--- src/rtl/tone_pkg.sv ---
package tone_pkg;
  typedef enum logic [1:0] {
    SRC_SW  = 2'd0,
    SRC_UF  = 2'd1,
    SRC_FIX = 2'd2
  } tone_src_e;

  function automatic tone_src_e pick_src(input logic hw, input logic fsel);
    if (!hw)      return SRC_SW;
    else if (fsel) return SRC_FIX;
    else          return SRC_UF;
  endfunction
endpackage

--- src/rtl/uf_toggle.sv ---
module uf_toggle (
  input  logic clk,
  input  logic rst_n,
  input  logic pulse,
  output logic q
);
  always_ff @(posedge clk) begin
    if (!rst_n)     q <= 1'b0;
    else if (pulse) q <= ~q;
  end
endmodule

--- src/rtl/fixed_tone_div.sv ---
module fixed_tone_div #(
  parameter int HALF_STD = 16,
  parameter int HALF_EXT = 15
) (
  input  logic clk,
  input  logic rst_n,
  input  logic tick,
  input  logic short_cnt,
  output logic q
);
  localparam int MAXH = (HALF_STD > HALF_EXT) ? HALF_STD : HALF_EXT;
  localparam int CW   = (MAXH < 2) ? 1 : $clog2(MAXH);
  localparam logic [CW-1:0] LAST_STD = CW'(HALF_STD - 1);
  localparam logic [CW-1:0] LAST_EXT = CW'(HALF_EXT - 1);

  logic [CW-1:0] cnt;
  logic [CW-1:0] last;

  assign last = short_cnt ? LAST_EXT : LAST_STD;

  always_ff @(posedge clk) begin
    if (!rst_n) begin
      cnt <= '0;
      q   <= 1'b0;
    end else if (tick) begin
      if (cnt >= last) begin
        cnt <= '0;
        q   <= ~q;
      end else begin
        cnt <= cnt + 1'b1;
      end
    end
  end
endmodule

--- src/rtl/tone_src_mux.sv ---
module tone_src_mux
  import tone_pkg::*;
(
  input  logic      clk,
  input  logic      rst_n,
  input  tone_src_e src,
  input  logic      sw_in,
  input  logic      uf_in,
  input  logic      fix_in,
  output logic      q
);
  logic nxt;

  always_comb begin
    unique case (src)
      SRC_UF:  nxt = uf_in;
      SRC_FIX: nxt = fix_in;
      default: nxt = sw_in;
    endcase
  end

  always_ff @(posedge clk) begin
    if (!rst_n) q <= 1'b0;
    else        q <= nxt;
  end
endmodule

--- src/rtl/annunciator_tone_sel.sv ---
module annunciator_tone_sel
  import tone_pkg::*;
#(
  parameter int HALF_STD = 16,
  parameter int HALF_EXT = 15
) (
  input  logic clk,
  input  logic rst_n,
  input  logic sw_tone,
  input  logic hw_mode,
  input  logic fixed_sel,
  input  logic ext_clk,
  input  logic ext_ovr,
  input  logic uf_pulse,
  input  logic ref_tick,
  input  logic audio_en,
  input  logic audio_mclk,
  output logic buz_pin
);
  logic      uf_q;
  logic      fix_q;
  logic      tone_q;
  tone_src_e src;

  assign src = pick_src(hw_mode, fixed_sel);

  uf_toggle u_uf (
    .clk   (clk),
    .rst_n (rst_n),
    .pulse (uf_pulse),
    .q     (uf_q)
  );

  fixed_tone_div #(
    .HALF_STD (HALF_STD),
    .HALF_EXT (HALF_EXT)
  ) u_div (
    .clk       (clk),
    .rst_n     (rst_n),
    .tick      (ref_tick),
    .short_cnt (ext_clk & ~ext_ovr),
    .q         (fix_q)
  );

  tone_src_mux u_mux (
    .clk    (clk),
    .rst_n  (rst_n),
    .src    (src),
    .sw_in  (sw_tone),
    .uf_in  (uf_q),
    .fix_in (fix_q),
    .q      (tone_q)
  );

  // Master clock passes straight through; it is never retimed.
  assign buz_pin = audio_en ? audio_mclk : tone_q;
endmodule

--- config.mk ---
export PLATFORM = sky130hd
export DESIGN_NAME = annunciator_tone_sel
export DESIGN_NICKNAME = d
export VERILOG_FILES = /design/src/rtl/tone_pkg.sv /design/src/rtl/uf_toggle.sv /design/src/rtl/fixed_tone_div.sv /design/src/rtl/tone_src_mux.sv /design/src/rtl/annunciator_tone_sel.sv
export SDC_FILE = /design/constraint.sdc
export NUM_CORES = 1
export LEC_CHECK = 0
export CAP_MARGIN = 25
export CORE_AREA = 2 2 39 41
export CTS_BUF_LIST = sky130_fd_sc_hd__clkbuf_8 sky130_fd_sc_hd__clkbuf_16
export DETAILED_ROUTE_END_ITERATION = 8
export DIE_AREA = 0 0 41 43
export DONT_BUFFER_PORTS = 1
export PLACE_DENSITY_LB_ADDON = 0.2
export SYNTH_ARGS = -nofsm -noshare
export SYNTH_HDL_FRONTEND = slang
export SYNTH_HIERARCHICAL = 1
export SYNTH_SLANG_ARGS = --single-unit
export TNS_END_PERCENT = 30
--- constraint.sdc ---
create_clock -name clk -period 1.45 [get_ports clk]
set_clock_uncertainty 0.1 [all_clocks]
set_input_delay 0.29 -clock clk [delete_from_list [all_inputs] [get_ports clk]]
set_output_delay 0.29 -clock clk [all_outputs]
set_load 0.02 [all_outputs]
======== Word-level counts from Yosys, hierarchy flattened ========
Index checks and enable logic that the tools add are counted.
Widths: inputs -> output; s select.
storage, ports and cells
  register bits after elaboration ......... 7
  output and inout bits ................... 1
  logic and storage cells ................. 19
cells by class
  $add $sub $neg .......................... 1
  magnitude comparators ................... 1
  equal/unequal tests ..................... 2
  muxes and demuxes ....................... 6
  bitwise gates (word level) .............. 4
  reduce and logical (&&, ||, !) cells .... 1
operators by type and width
  cell                 number
  $add 4x1->4 const B  1
  $ge 4x4->1           1
  $mux 2               2
  $mux 4               1
  $not 1->1            3
  $eq 2x1->1 const B   1
  $eq 2x2->1 const B   1
  $mux 1               2
  $pmux 1 s2           1
  $reduce_and 2->1     1
  $and 1x1->1          1

======== Longest topological paths before layout ========
  depth in word-level cells ............... 5
  gate-level depth with buffers ........... 6
  mapped depth without buffers ............ 6

======== Modules after synthesis ========
Netlist, hierarchy kept.
by module, submodules not included
  module                times used  cells an instance  area an instance (sq um)  sequential area each (sq um)
  fixed_tone_div        1           26                 250.2                     100.1
  tone_src_mux          1           8                  76.3                      20.0
  uf_toggle             1           3                  35.0                      20.0
  annunciator_tone_sel  1           4                  33.8                      0.0

======== Worst setup path after synthesis ========
No wires, ideal clock.
  path type ............................... input-to-reg
  from .................................... input hw_mode
  to ...................................... register u_mux.q
  setup time .............................. 0.116 ns
  arrival ................................. 1.167 ns
  required time ........................... 1.234 ns
  slack ................................... 0.068 ns
  stages .................................. 5
  path buffers ............................ 0
  path through ............................ nor2b_1 inv_1 ha_1 a221o_1 and3_1
on the way
  word-level cells in the longest chain between the ends .. 3
RTL lines
  item                                      line                        RTL
  start: declaration                        annunciator_tone_sel.sv:10  input logic hw_mode,
  $mux 2 *                                  tone_pkg.sv:9               if (!hw) return SRC_SW;
  $eq 2x2->1 or $eq 2x1->1 (tied branches)  tone_src_mux.sv:15          unique case (src)
  $pmux 1 s2 *                              tone_src_mux.sv:15
  end signal: assignment                    tone_src_mux.sv:24          else q <= nxt;
  end: declaration                          tone_src_mux.sv:10          output logic q
Mark *: on every way between the ends. The rest lies on a longest branch, timed or not.
A chain may end at the register's enable or synchronous reset.

======== Worst setup path in the final report ========
  from .................................... register u_div.cnt[0]
  to ...................................... register u_div.q
on the way
  word-level cells in the longest chain between the ends .. 2
RTL lines
  item                               line                  RTL
  start: declaration                 fixed_tone_div.sv:16  logic [CW-1:0] cnt;
  start signal: assignment           fixed_tone_div.sv:30  cnt <= cnt + 1'b1;
  $ge 4x4->1                         fixed_tone_div.sv:26  if (cnt >= last) begin
  $reduce_and 2->1 (no source line)  -
  end signal: assignment             fixed_tone_div.sv:28  q <= ~q;
  end: declaration                   fixed_tone_div.sv:9   output logic q
No other way between the ends.

==> results.txt <==
The cell area that synthesis handed to floorplanning was 395 sq um. The static leakage came out at 0.197 nW. In this run switching power makes up 23.1% of total power. The number of endpoints with negative hold slack in the final report was 0. At the worst endpoint, the required time is 1.45 ns. The core region is ~0.0014 sq mm. The run finished with clean final reports. The number of nets handed over by synthesis was 56. The largest delay contributor family on the critical path is flip-flops. The instance count along the most critical hold path came out at 1. The worst hold path begins at rst_n. Once the clock tree was built, the setup fixing pass inserted 0 buffers. The tree is rooted in a sky130_fd_sc_hd__clkbuf_8. The largest individual stage delay along the critical path comes from the cell sky130_fd_sc_hd__dfxtp_1. The clock passes through at most 2 buffers. The sequential fraction of the synthesis area is 35.4%. The worst register-to-register path ends at u_div/q$_SDFFE_PN0P_.

The number of instances in the synthesized netlist is 41. The die is approximately 43 microns tall. The critical path is of the reg -> reg type. By area, the combinational part of the netlist is dominated by simple AND/OR/NAND/NOR gates. The standard-cell row count came out at 14. The signal on the critical path passes through inv_1 -> ha_1 -> nor2b_2 -> o311ai_1 -> o41ai_1. The complex-gate fraction of the synthesized area came out at 10.1%. The worst-margin pin slew came out at 0.260 ns.

The final routed wirelength across all metal layers came out at approximately 650 microns. Global routing used about a tenth of the available tracks across all layers. STA classifies the critical path startpoint as a flop.

STA puts the critical path data arrival time at 1.38 ns. Summing all non-filler instances in the final layout gives an area of between 400 and 500 sq um. The number of antenna violations at the first check in global routing is 0. The clock transition at the register clock pins on the worst setup and hold paths after CTS came out at 0.04 ns. The initial utilization of the core area, before any placement, comes to 28.6%. The switching power is 0.127 mW. The net total in the final layout came out at 61. After detailed routing, no signal wire sits above met4. The detailed router put a total of 256 microns of wire on met1. The number of CTS-inserted buffers came out at 3. The proportion of synthesized area in mux cells came out at 6.33%. The maximum operating frequency is 725 MHz. Combinational cells account for a little over a tenth of the total power. The number of global-route vias before repair is 281. The global placer's final weighted congestion came out at 0.727.

In this run the tightest slew margin relative to its limit is 82.4%. The synthesized netlist contains 20 unique library cells. The first global-routing pass estimated 1060 microns of wire. Setup repair after global routing left no endpoint under its margin. TritonCTS built the clock tree. Across the run, the number of max-cap violations was 0. The post-synthesis average cell area is 9.64 sq um. The clock insertion delay at the later pin of the skew report is 0.23 ns. The total number of clock tree sinks came out at 7. The first routing iteration left 0 violations. The largest incremental delay on the critical path is a little under 0.4 ns. The post-route netlist has 17.8% of its cells at a drive strength greater than 1. After Yosys synthesis, full adders, half adders and majority gates account for 12.7% of the synthesized area.

The fraction of power consumed by the clock network is 49.9%. The DRC violations left is 0. The via-per-instance ratio came out at 4.75. Entering global routing, the biggest net connects 6 pins. The post-detailed-route count of antenna-violating nets is 0.

The peak supply drop came out at 0.000454 V. The share of total power in sequential cells came out at 39.1%. After global routing the overflow that remains totals 0. The number of synthesis warnings is 6. In this run the worst hold path is classified as in -> reg. The repair_antennas step left the layout with diodes totalling 0. The worst hold slack across all endpoints is 0.0883 ns. The floorplan step set the die width to 41 microns.

Adding up every negative setup slack in the final design gives 0 ns. The xor and xnor area share after synthesis came out at 8.86%. The average wire per standard cell is 10.7 microns. The number of I/O port buffers came out at 0. The setup violation total in the final timing report came out at 0. The first-pass iteration count of the detailed router is 1. The worst path in the final design needs a cycle of roughly 1.4 ns, including I/O delays and setup. The routed via count is 290. For flop-to-flop paths, the worst setup slack is 0.07 ns. The number of pins exceeding their max-slew limit in the final report is 0. The full die area is between 0.0015 and 0.002 sq mm.

Relative to the synthesized area, the layout overhead comes to 19.6%. The simple-gate share of the synthesized area came out at 21.8%. The maximum net fanout on the critical path came out at 4.

The length of routed met3 wiring came out at 48 microns. STA classifies the critical path endpoint as a flop. In the detailed route, the total length drawn on met2 is 330 microns. Dividing the final minimum period by the clock period gives 95.1%. Once placement finished, the instance area stood at 415 sq um. The number of H-tree levels came out at 1. The power density over the cells is between 1000 and 1500 mW/mm^2. The endpoint with the worst hold slack is u_uf/q$_SDFFE_PN0P_. The wire-length estimate of the detail-placed layout is 514 microns. The number of top-level design ports came out at 12. Together, buffers and inverters on the worst path number 1. The sum of internal, switching and leakage power came out at 0.551 mW. The internal power of the cells totals around 0.42 mW.

The number of cells on the worst reg-to-reg path is 5. Counting flops and latches in the post-synthesis netlist gives 7. In this run the critical register-to-register path is launched from u_div/cnt[0]$_SDFFE_PN0P_.
-- cells by family (layout without fill, tap and decap cells) --
kind of cell	count (synthesis)	after routing
AND/OR/NAND/NOR	15	15
buffers and inverters	5	9
adder cells (fa/ha/maj)	4	4
flip-flops	7	7
multiplexers	2	2
AO/OA/AOI/OAI	4	4
XOR/XNOR	4	4
-- flip-flops by register name, indices dropped and copies added (netlist names) --
name	count
u_mux/q	1
u_uf/q	1
u_div/q	1
u_div/cnt	4
-- worst max path at each step --
stage	start	endpoint	slack, ns	depth (start not counted)
5_1_grt	u_div/cnt[0]$_SDFFE_PN0P_	u_div/q$_SDFFE_PN0P_	0.03	5
3_5_place_dp	ext_clk	u_div/cnt[2]$_SDFFE_PN0P_	0.01	6
2_1_floorplan	hw_mode	u_mux/q$_SDFF_PN0_	0.07	5
6_report	u_div/cnt[0]$_SDFFE_PN0P_	u_div/q$_SDFFE_PN0P_	0.07	5
4_1_cts	u_div/cnt[0]$_SDFFE_PN0P_	u_div/cnt[2]$_SDFFE_PN0P_	0.007	5
3_3_place_gp	hw_mode	u_mux/q$_SDFF_PN0_	0.05	5
-- through the flow --
stage	utilization [%]	std cells	worst slack (ns)
6_report	34.2	61	0.0708
5_1_grt	34.2	61	0.0301
4_1_cts	33.4	61	0.00669
3_5_place_dp	30.0	57	0.0112
3_3_place_gp	30.0	57	0.0498
2_1_floorplan	-	41	0.0679
-- layout make-up --
cell class | count | area [sq um]
Tap cell | 16 | 20.0
Multi-Input combinational cell | 29 | 248
Sequential cell | 7 | 140
Fill cell | 144 | 911
Inverter | 5 | 18.8
Clock buffer | 3 | 41.3
Clock inverter | 1 | 5.00
-- power by group through the flow --
stage	logic (mW)	registers (mW)	clock network (mW)
CTS	0.0578	0.215	0.288
global route	0.0685	0.216	0.296
finish	0.0606	0.215	0.275
floorplan	0.0492	0.216	0
detailed placement	0.0567	0.218	0
global placement	0.0536	0.217	0
-- worst register-to-register path, delay by kind of cell, from the launching register on --
kind                       cells  cell delay, ns
DFF                            1            0.39
AOI/OAI and AO/OA              2            0.36
adders and majority gates      1            0.28
buffers and inverters          1            0.07
and+or+nand+nor                1            0.06
-- synthesized netlist by cell type --
| cell | n | area, sq um |
|---|---|---|
| sky130_fd_sc_hd__inv_1 | 5 | 18.8 |
| sky130_fd_sc_hd__nor2b_1 | 3 | 18.8 |
| sky130_fd_sc_hd__nand3_2 | 1 | 10.0 |
| sky130_fd_sc_hd__o31ai_2 | 1 | 12.5 |
| sky130_fd_sc_hd__nand2_1 | 1 | 3.75 |
| sky130_fd_sc_hd__xor2_1 | 2 | 17.5 |
| sky130_fd_sc_hd__or2b_1 | 1 | 7.51 |
| sky130_fd_sc_hd__a221o_1 | 1 | 10.0 |
| sky130_fd_sc_hd__dfxtp_1 | 7 | 140 |
| sky130_fd_sc_hd__nand4_1 | 1 | 6.26 |
| sky130_fd_sc_hd__and3_1 | 1 | 6.26 |
| sky130_fd_sc_hd__xnor2_1 | 2 | 17.5 |
| sky130_fd_sc_hd__mux2i_1 | 1 | 10.0 |
| sky130_fd_sc_hd__ha_1 | 4 | 50.1 |
| sky130_fd_sc_hd__o41ai_1 | 1 | 8.76 |
| sky130_fd_sc_hd__o311ai_1 | 1 | 8.76 |
| sky130_fd_sc_hd__mux2_4 | 1 | 15.0 |
| sky130_fd_sc_hd__nand2b_1 | 1 | 6.26 |
| sky130_fd_sc_hd__nor2_1 | 4 | 15.0 |
| sky130_fd_sc_hd__and2_1 | 2 | 12.5 |
-- layout by cell type (no fill, tap or decap) --
cell / n
sky130_fd_sc_hd__a221o_1: 1
sky130_fd_sc_hd__and2_1: 2
sky130_fd_sc_hd__and3_1: 1
sky130_fd_sc_hd__clkbuf_8: 3
sky130_fd_sc_hd__clkinv_2: 1
sky130_fd_sc_hd__dfxtp_1: 7
sky130_fd_sc_hd__ha_1: 4
sky130_fd_sc_hd__inv_1: 5
sky130_fd_sc_hd__mux2_4: 1
sky130_fd_sc_hd__mux2i_1: 1
sky130_fd_sc_hd__nand2_1: 1
sky130_fd_sc_hd__nand2b_1: 1
sky130_fd_sc_hd__nand3_2: 1
sky130_fd_sc_hd__nand4_1: 1
sky130_fd_sc_hd__nor2_1: 4
sky130_fd_sc_hd__nor2b_1: 2
sky130_fd_sc_hd__nor2b_2: 1
sky130_fd_sc_hd__o311ai_1: 1
sky130_fd_sc_hd__o31ai_4: 1
sky130_fd_sc_hd__o41ai_1: 1
sky130_fd_sc_hd__or2b_1: 1
sky130_fd_sc_hd__xnor2_1: 2
sky130_fd_sc_hd__xor2_1: 2
-- per-layer routing --
metal / GRT usage, % / up-vias
li1: - / 146
met1: 8.77 / 135
met4: 8.00 / 0
met5: 0 / -
met3: 6.81 / 2
met2: 14.4 / 7
-- timing repair --
item,in CTS,in global routing
hold buffers,0,0
resized for setup,0,2
endpoints found under the setup margin,0,4
Power figures use the tool's default switching activity.
